File: src/rtl/i2cx_pkg.sv
package i2cx_pkg;
    localparam int BYTE_W = 8;
    localparam int PTR_W  = 3;
    localparam int STRAP_W = 3;

    typedef logic [PTR_W-1:0] ptr_t;

    typedef enum logic [3:0] {
        ST_IDLE,
        ST_ADDR,
        ST_ADDR_ACK,
        ST_CMD,
        ST_CMD_ACK,
        ST_WR,
        ST_WR_ACK,
        ST_RD,
        ST_RD_ACK
    } slave_state_e;

    // register pair groups selected by pointer bits [2:1]
    localparam logic [1:0] GRP_INPUT  = 2'd0;
    localparam logic [1:0] GRP_OUTPUT = 2'd1;
    localparam logic [1:0] GRP_POLAR  = 2'd2;
    localparam logic [1:0] GRP_CONFIG = 2'd3;
endpackage

File: src/rtl/i2cx_line_sync.sv
module i2cx_line_sync #(
    parameter int STAGES = 2
) (
    input  logic clk,
    input  logic rst_n,
    input  logic scl_pin,
    input  logic sda_pin,
    output logic sda_lvl,
    output logic scl_rise,
    output logic scl_fall,
    output logic start_det,
    output logic stop_det
);
    logic [STAGES-1:0] scl_pipe;
    logic [STAGES-1:0] sda_pipe;
    logic              scl_prev;
    logic              sda_prev;
    logic              scl_now;
    logic              sda_now;

    for (genvar g = 0; g < STAGES; g++) begin : g_stage
        if (g == 0) begin : g_first
            always_ff @(posedge clk or negedge rst_n) begin
                if (!rst_n) begin
                    scl_pipe[g] <= 1'b1;
                    sda_pipe[g] <= 1'b1;
                end else begin
                    scl_pipe[g] <= scl_pin;
                    sda_pipe[g] <= sda_pin;
                end
            end
        end else begin : g_next
            always_ff @(posedge clk or negedge rst_n) begin
                if (!rst_n) begin
                    scl_pipe[g] <= 1'b1;
                    sda_pipe[g] <= 1'b1;
                end else begin
                    scl_pipe[g] <= scl_pipe[g-1];
                    sda_pipe[g] <= sda_pipe[g-1];
                end
            end
        end
    end

    assign scl_now = scl_pipe[STAGES-1];
    assign sda_now = sda_pipe[STAGES-1];

    always_ff @(posedge clk or negedge rst_n) begin
        if (!rst_n) begin
            scl_prev <= 1'b1;
            sda_prev <= 1'b1;
        end else begin
            scl_prev <= scl_now;
            sda_prev <= sda_now;
        end
    end

    assign sda_lvl   = sda_now;
    assign scl_rise  = scl_now & ~scl_prev;
    assign scl_fall  = ~scl_now & scl_prev;
    assign start_det = scl_now & scl_prev & sda_prev & ~sda_now;
    assign stop_det  = scl_now & scl_prev & ~sda_prev & sda_now;
endmodule

File: src/rtl/i2cx_regfile.sv
module i2cx_regfile
    import i2cx_pkg::*;
(
    input  logic              clk,
    input  logic              rst_n,
    input  logic              wr_en,
    input  ptr_t              wr_idx,
    input  logic [BYTE_W-1:0] wr_data,
    input  ptr_t              rd_idx,
    input  logic [BYTE_W-1:0] port0,
    input  logic [BYTE_W-1:0] port1,
    output logic [BYTE_W-1:0] rd_data
);
    logic [1:0][BYTE_W-1:0] out_q;
    logic [1:0][BYTE_W-1:0] pol_q;
    logic [1:0][BYTE_W-1:0] cfg_q;
    logic [1:0][BYTE_W-1:0] pins;

    assign pins = {port1, port0};

    always_ff @(posedge clk or negedge rst_n) begin
        if (!rst_n) begin
            out_q <= '1;
            pol_q <= '0;
            cfg_q <= '1;
        end else if (wr_en) begin
            unique case (wr_idx[2:1])
                GRP_INPUT:  ;
                GRP_OUTPUT: out_q[wr_idx[0]] <= wr_data;
                GRP_POLAR:  pol_q[wr_idx[0]] <= wr_data;
                GRP_CONFIG: cfg_q[wr_idx[0]] <= wr_data;
            endcase
        end
    end

    always_comb begin
        unique case (rd_idx[2:1])
            GRP_INPUT:  rd_data = pins[rd_idx[0]] ^ pol_q[rd_idx[0]];
            GRP_OUTPUT: rd_data = out_q[rd_idx[0]];
            GRP_POLAR:  rd_data = pol_q[rd_idx[0]];
            GRP_CONFIG: rd_data = cfg_q[rd_idx[0]];
        endcase
    end

    // a write aimed at an input code leaves every stored register unchanged
    p_input_ro_r10: assert property (@(posedge clk) disable iff (!rst_n)
        (wr_en && wr_idx[2:1] == GRP_INPUT) |=>
            ($stable(out_q) && $stable(pol_q) && $stable(cfg_q)));
endmodule

File: src/rtl/i2cx_ctrl.sv
module i2cx_ctrl
    import i2cx_pkg::*;
#(
    parameter logic [3:0] ADDR_HI = 4'b0100
) (
    input  logic               clk,
    input  logic               rst_n,
    input  logic               sda_lvl,
    input  logic               scl_rise,
    input  logic               scl_fall,
    input  logic               start_det,
    input  logic               stop_det,
    input  logic [STRAP_W-1:0] strap,
    input  logic [BYTE_W-1:0]  rd_data,
    output ptr_t               rd_idx,
    output logic               wr_en,
    output ptr_t               wr_idx,
    output logic [BYTE_W-1:0]  wr_data,
    output logic               sda_oe
);
    localparam logic [3:0] BITS_IN  = 4'd8;
    localparam logic [3:0] LAST_OUT = 4'd7;

    slave_state_e state_q, state_d;

    logic [3:0]        bitcnt;
    logic [BYTE_W-1:0] rx_sh;
    logic [BYTE_W-1:0] tx_sh;
    logic [BYTE_W-1:0] tx_buf;
    logic              rw_q;
    logic              mack_q;
    logic              rd_active;
    ptr_t              cmd_ptr;
    ptr_t              cur_ptr;
    logic              addr_ok;
    logic              rx_done;

    assign addr_ok = (rx_sh[7:1] == {ADDR_HI, strap});
    assign rx_done = scl_fall && (bitcnt == BITS_IN);
    assign rd_idx  = (state_q == ST_RD_ACK) ? (cur_ptr ^ ptr_t'(1)) : cur_ptr;

    // next-state logic
    always_comb begin
        state_d = state_q;
        unique case (state_q)
            ST_IDLE:     state_d = ST_IDLE;
            ST_ADDR:     if (rx_done) state_d = addr_ok ? ST_ADDR_ACK : ST_IDLE;
            ST_ADDR_ACK: if (scl_fall) state_d = rw_q ? ST_RD : ST_CMD;
            ST_CMD:      if (rx_done) state_d = ST_CMD_ACK;
            ST_CMD_ACK:  if (scl_fall) state_d = ST_WR;
            ST_WR:       if (rx_done) state_d = ST_WR_ACK;
            ST_WR_ACK:   if (scl_fall) state_d = ST_WR;
            ST_RD:       if (scl_fall && bitcnt == LAST_OUT) state_d = ST_RD_ACK;
            ST_RD_ACK:   if (scl_fall) state_d = mack_q ? ST_RD : ST_IDLE;
            default:     state_d = ST_IDLE;
        endcase
        if (stop_det)  state_d = ST_IDLE;
        if (start_det) state_d = ST_ADDR;
    end

    // state register
    always_ff @(posedge clk or negedge rst_n) begin
        if (!rst_n) state_q <= ST_IDLE;
        else        state_q <= state_d;
    end

    // datapath and outputs
    always_ff @(posedge clk or negedge rst_n) begin
        if (!rst_n) begin
            bitcnt    <= '0;
            rx_sh     <= '0;
            tx_sh     <= '0;
            tx_buf    <= '0;
            rw_q      <= 1'b0;
            mack_q    <= 1'b0;
            rd_active <= 1'b0;
            cmd_ptr   <= '0;
            cur_ptr   <= '0;
            sda_oe    <= 1'b0;
            wr_en     <= 1'b0;
            wr_idx    <= '0;
            wr_data   <= '0;
        end else begin
            wr_en <= 1'b0;
            if (start_det) begin
                bitcnt    <= '0;
                sda_oe    <= 1'b0;
                rd_active <= 1'b0;
                if (rd_active) cmd_ptr <= cur_ptr;
            end else if (stop_det) begin
                bitcnt    <= '0;
                sda_oe    <= 1'b0;
                rd_active <= 1'b0;
            end else begin
                unique case (state_q)
                    ST_IDLE: ;
                    ST_ADDR, ST_CMD, ST_WR: begin
                        if (scl_rise && bitcnt < BITS_IN) begin
                            rx_sh  <= {rx_sh[BYTE_W-2:0], sda_lvl};
                            bitcnt <= bitcnt + 4'd1;
                        end
                        if (rx_done) begin
                            bitcnt <= '0;
                            if (state_q == ST_ADDR) begin
                                if (addr_ok) begin
                                    sda_oe <= 1'b1;
                                    rw_q   <= rx_sh[0];
                                    if (rx_sh[0]) cur_ptr <= cmd_ptr;
                                end
                            end else if (state_q == ST_CMD) begin
                                sda_oe  <= 1'b1;
                                cmd_ptr <= rx_sh[PTR_W-1:0];
                                cur_ptr <= rx_sh[PTR_W-1:0];
                            end else begin
                                sda_oe  <= 1'b1;
                                wr_en   <= 1'b1;
                                wr_idx  <= cur_ptr;
                                wr_data <= rx_sh;
                                cur_ptr <= cur_ptr ^ ptr_t'(1);
                            end
                        end
                    end
                    ST_ADDR_ACK: begin
                        if (scl_rise && rw_q) tx_buf <= rd_data;
                        if (scl_fall) begin
                            if (rw_q) begin
                                tx_sh     <= tx_buf;
                                sda_oe    <= ~tx_buf[BYTE_W-1];
                                bitcnt    <= '0;
                                rd_active <= 1'b1;
                            end else begin
                                sda_oe <= 1'b0;
                            end
                        end
                    end
                    ST_CMD_ACK, ST_WR_ACK: begin
                        if (scl_fall) sda_oe <= 1'b0;
                    end
                    ST_RD: begin
                        if (scl_fall) begin
                            if (bitcnt == LAST_OUT) begin
                                sda_oe <= 1'b0;
                            end else begin
                                tx_sh  <= {tx_sh[BYTE_W-2:0], 1'b0};
                                sda_oe <= ~tx_sh[BYTE_W-2];
                                bitcnt <= bitcnt + 4'd1;
                            end
                        end
                    end
                    ST_RD_ACK: begin
                        if (scl_rise) begin
                            mack_q <= ~sda_lvl;
                            if (!sda_lvl) begin
                                cur_ptr <= cur_ptr ^ ptr_t'(1);
                                tx_buf  <= rd_data;
                            end
                        end
                        if (scl_fall && mack_q) begin
                            tx_sh  <= tx_buf;
                            sda_oe <= ~tx_buf[BYTE_W-1];
                            bitcnt <= '0;
                        end
                    end
                    default: ;
                endcase
            end
        end
    end

    // an idle slave never pulls the data line
    p_idle_quiet_r8: assert property (@(posedge clk) disable iff (!rst_n)
        (state_q == ST_IDLE) |-> !sda_oe);

    // while in the address acknowledge slot the line is pulled low
    p_addr_ack_r1: assert property (@(posedge clk) disable iff (!rst_n)
        (state_q == ST_ADDR_ACK) |-> sda_oe);

    // STOP always lands in idle
    p_stop_idle_r9: assert property (@(posedge clk) disable iff (!rst_n)
        stop_det |=> (state_q == ST_IDLE));

    // repeated START in a read hands the live register code to the stored pointer
    p_restart_ptr_r6: assert property (@(posedge clk) disable iff (!rst_n)
        (start_det && rd_active) |=> (cmd_ptr == $past(cur_ptr)));

    // a master ACK moves the read to the partner register
    p_pair_toggle_r4: assert property (@(posedge clk) disable iff (!rst_n)
        (state_q == ST_RD_ACK && scl_rise && !sda_lvl && !start_det && !stop_det)
            |=> (cur_ptr == ($past(cur_ptr) ^ ptr_t'(1))));
endmodule

File: src/rtl/i2c_pair_slave.sv
module i2c_pair_slave
    import i2cx_pkg::*;
#(
    parameter logic [3:0] ADDR_HI     = 4'b0100,
    parameter int         SYNC_STAGES = 2
) (
    input  logic               clk,
    input  logic               rst_n,
    input  logic               scl_i,
    input  logic               sda_i,
    output logic               sda_oe,
    input  logic [STRAP_W-1:0] strap_i,
    input  logic [BYTE_W-1:0]  port0_i,
    input  logic [BYTE_W-1:0]  port1_i
);
    logic              sda_lvl;
    logic              scl_rise;
    logic              scl_fall;
    logic              start_det;
    logic              stop_det;
    ptr_t              rd_idx;
    ptr_t              wr_idx;
    logic              wr_en;
    logic [BYTE_W-1:0] wr_data;
    logic [BYTE_W-1:0] rd_data;

    i2cx_line_sync #(.STAGES(SYNC_STAGES)) u_sync (
        .clk       (clk),
        .rst_n     (rst_n),
        .scl_pin   (scl_i),
        .sda_pin   (sda_i),
        .sda_lvl   (sda_lvl),
        .scl_rise  (scl_rise),
        .scl_fall  (scl_fall),
        .start_det (start_det),
        .stop_det  (stop_det)
    );

    i2cx_ctrl #(.ADDR_HI(ADDR_HI)) u_ctrl (
        .clk       (clk),
        .rst_n     (rst_n),
        .sda_lvl   (sda_lvl),
        .scl_rise  (scl_rise),
        .scl_fall  (scl_fall),
        .start_det (start_det),
        .stop_det  (stop_det),
        .strap     (strap_i),
        .rd_data   (rd_data),
        .rd_idx    (rd_idx),
        .wr_en     (wr_en),
        .wr_idx    (wr_idx),
        .wr_data   (wr_data),
        .sda_oe    (sda_oe)
    );

    i2cx_regfile u_regs (
        .clk     (clk),
        .rst_n   (rst_n),
        .wr_en   (wr_en),
        .wr_idx  (wr_idx),
        .wr_data (wr_data),
        .rd_idx  (rd_idx),
        .port0   (port0_i),
        .port1   (port1_i),
        .rd_data (rd_data)
    );
endmodule

File: config.mk
export PLATFORM = sky130hd
export DESIGN_NAME = i2c_pair_slave
export DESIGN_NICKNAME = d
export VERILOG_FILES = /design/src/rtl/i2cx_pkg.sv /design/src/rtl/i2cx_line_sync.sv /design/src/rtl/i2cx_regfile.sv /design/src/rtl/i2cx_ctrl.sv /design/src/rtl/i2c_pair_slave.sv
export SDC_FILE = /design/constraint.sdc
export NUM_CORES = 1
export LEC_CHECK = 0
export BUFFER_PORTS_ARGS = -buffer_cell sky130_fd_sc_hd__clkbuf_2
export CORE_MARGIN = 2
export CORE_UTILIZATION = 59
export DETAILED_ROUTE_END_ITERATION = 12
export GPL_TIMING_DRIVEN = 1
export PLACE_DENSITY = 0.76
export SKIP_CTS_REPAIR_TIMING = 1
export SYNTH_ARGS = -nofsm -noshare
export SYNTH_HDL_FRONTEND = slang
export SYNTH_SLANG_ARGS = --single-unit
File: constraint.sdc
create_clock -name clk -period 2.7 [get_ports clk]
set_input_delay 0.405 -clock clk [delete_from_list [all_inputs] [get_ports clk]]
set_output_delay 0.405 -clock clk [all_outputs]
set_load 0.05 [all_outputs]
==> results.md <==
- Status: complete, no violations
- H-tree levels: 3
- R2R cell count: 6
- Footprint of the multi-input gates: about 3000 sq um
- I/O Pins: 24
- Synthesis-to-finish area growth: 8.445%
- CP required: 2.97 ns
- Final Hold Slack: slightly below 0.08 ns
- DR vias: approximately 4.6k
- Min Tclk post-route: around 2.5 ns
- Post-synthesis sequential area ratio: 0.4564
- Final core occ: 0.6594
- Count of different cell masters after synthesis: a little over 60
- Final RePlAce weighted congestion: 0.9203
- Vias per cell: 6.563
- Most area-hungry cell type in the Yosys netlist: dfrtp_1
- Worst-Margin Slew: 0.8868 ns
- R2R setup slack: 0.24 ns
- Grt ovf: 0
- CTS clk-pin slew, worst paths: about 0.11 ns
- Vias in the first global route: around 4.6k
- Post-Synthesis Cells: 547
- Die Height: 104.6 microns
- Avg Cell Area, Syn: 10.92 sq um
- CTS sink cnt: ~110
- Share of cells above drive strength 1: 0.3380
- Leak: 2.776 nW
- Largest family of logic cells by synthesized area: multiplexers
- Worst flop-to-flop path startpoint: u_ctrl.cur_ptr[1]
- Worst Hold Endpoint: u_sync.sda_pipe[0]
- Leading post-synthesis cells by cell area: dfrtp_1 29%, dfstp_2 17%, mux2_2 16%
- Asr flop ratio synth: 1.000
- # fillers: 811
- Startpoint types: flip-flop
- Tcrit/Tclk final: 0.9121
- Crit Path Category: flip-flop to flip-flop
- Cell area power density: between 600 and 700 nW/um^2
- Number of synthesized register bits: approximately 110
- Adder-Cell Fraction of Synth Area: 0.004191
- Reg2Reg Capture Point: u_ctrl.tx_buf[1]
- Simple-gate area share of the yosys netlist: 0.1490
- Fmax: 0.4061 GHz
- Cell area after synthesis: ~6000 sq um
- Synth Warn #: 0
- Max clock buf depth: 2
- Pin count of the biggest net entering global routing: 51
- Hold crit path type: input port to flip-flop
- Peak VDD IR: 0.0004359 V
- Setup TNS: 0 ns
- Final Hold Viols: 0
- Global-route wire length before repair: 23.74 mm
- Worst EP arrival: 2.74 ns
- Critical Path, Cell by Cell: nor3b_1 -> buf_4 -> a221oi_1 -> mux2_2 -> o211ai_1 -> o32a_1
- Crit. End Element: flip-flop
- Initial antenna violation count: 0
- Drt total wl: 14.35 mm
- Worst Hold Depth: 1
- Die W: 104.6 microns
- DRT iter0 DRCs: approximately 390
- Slew HR: 0.4088
- CTS Buf Count: 9
- Core area: 9819 sq um
- Final ANT Viol Nets: 0
- CTS tree: yes
- Final setup margin: 0.2373 ns
- Drt first pass iters: 5
- Hold Crit Start: sda_i
- Setup crit start: u_ctrl.cur_ptr[1]
- Wire per inst: between 20 and 25 microns
- Rows: 36
- Die Area: 10940 sq um
- Sequential standard cell area: 2725 sq um
- Root Buffer: clkbuf_8
- Top FF cell, synth: dfrtp_1
- CP Max Fanout: 26
- NumNets Final: 591
- Fraction of the mapped netlist area in compound gates: 0.1410
- Most common cell after layout, fill and taps aside: mux2_2
- CP max-delay cell: dfrtp_1
- EDFF count, synth: 0
- Synth top area share: 0.2892
- # Max-Cap Violations: 0
- Slowest stage delay, CP: 0.71 ns
- Post-synthesis mux area share: 0.1790
- Final HPWL DP: 10.36 mm
- Xor-xnor portion of the synthesized cell area: 0.03227
- Setup WS pre-CTS: roughly 0.37 ns
- Skew-Pair Late Insertion Delay: 0.39 ns
- Initial Utilization: 0.6081
- Final setup viols: 0
- Syn nets: 572
- Port buffer count: 23
- Total power draw: approximately 4.5 mW
- # DRC: 0
- Most frequent cells in the layout: 83 x mux2_2, 69 x dfrtp_1, 38 x dfstp_2
- RSZ-0062 raised after global routing: no
- Fin. max-slew vios: 0
- Gr usage total: 0.2767
- Worst Skew: 0.01361 ns
- Ant diodes: 0
## flip-flops by register name, summed over array words and instances, names as in the netlist, 3 cells and up
name / count
u_ctrl.cur_ptr: 3
u_ctrl.wr_idx: 3
u_ctrl.bitcnt: 4
u_regs.pol_q: 16
u_ctrl.cmd_ptr: 3
u_ctrl.state_q: 4
u_ctrl.tx_buf: 8
u_regs.out_q: 16
u_ctrl.rx_sh: 8
u_ctrl.tx_sh: 7
u_ctrl.wr_data: 8
u_regs.cfg_q: 16
## how the worst max path moves through the flow
stage / to / slack [ns]
2_1_floorplan: u_ctrl.cur_ptr[1] / 0.56
3_3_place_gp: u_ctrl.tx_buf[2] / 0.47
3_5_place_dp: u_ctrl.tx_buf[1] / 0.37
4_1_cts: u_ctrl.tx_buf[1] / 0.33
5_1_grt: u_ctrl.tx_buf[1] / 0.18
6_report: u_ctrl.tx_buf[1] / 0.24
## power breakdown
part | internal (mW) | total (mW) | switching [mW] | leakage (nW)
registers | 1.81 | 2.06 | 0.257 | 1.31
logic | 0.586 | 1.42 | 0.831 | 1.36
clock network | 0.399 | 0.973 | 0.573 | 0.102
total | 2.79 | 4.45 | 1.66 | 2.78
## Yosys cell counts, types with 3 or more instances
master	n
mux2_2	83
dfrtp_1	69
dfstp_2	38
nand2_1	35
nor2_1	26
clkbuf_1	23
nand3_1	23
o21ai_0	22
a31oi_1	17
a21oi_1	15
a221oi_1	11
inv_1	11
xnor2_1	11
xor2_1	11
and4b_1	10
mux2i_1	10
o211ai_1	10
nor3b_1	9
buf_2	8
nand2b_1	8
a2111oi_0	6
buf_1	6
nand4b_1	6
nor2b_1	6
o32a_1	6
nor3_1	5
nand4_1	4
a32o_1	3
and3b_1	3
buf_6	3
nand3b_1	3
o22ai_1	3
o31ai_1	3
or4b_1	3
## stage by stage
| stage | instance area (sq um) | std cells |
|---|---|---|
| CTS | 6465 | 703 |
| detailed placement | 6271 | 687 |
| global route | 6475 | 704 |
| global placement | 6271 | 687 |
| floorplan | 5971 | 547 |
| finish | 6475 | 704 |
## cell type report
cell class                      count  share of cell area
Clock buffer                       11             0.02338
Clock inverter                      5            0.006570
Inverter                           12            0.006957
Multi-Input combinational cell    388              0.4671
Sequential cell                   107              0.4209
Tap cell                          133             0.02570
Timing Repair Buffer               48             0.04947
## layer usage
| layer | GRT usage | part of all wire | wire length (microns) |
|---|---|---|---|
| met5 | 0 | 0 | 0 |
| met4 | 0.08762 | 0.022 | 309 |
| met3 | 0.07299 | 0.071 | 1024 |
| met2 | 0.4248 | 0.46 | 6663 |
| met1 | 0.3863 | 0.44 | 6352 |
## worst max-delay path: cells and delay by family (launching register included)
kind	cells	cell delay, ns
AO/OA/AOI/OAI	3	0.86
buffers and inverters	1	0.21
flip-flops	1	0.71
multiplexers	1	0.23
AND/OR/NAND/NOR	1	0.32
## cell families after synthesis
group                    Yosys count
buffers and inverters             52
adder cells (fa/ha/maj)            2
AND/OR/NAND/NOR                  151
flip-flops                       107
XOR/XNOR                          22
multiplexers                      95
AO/OA/AOI/OAI                    118
Note: power is estimated with default switching activity, not from simulation.
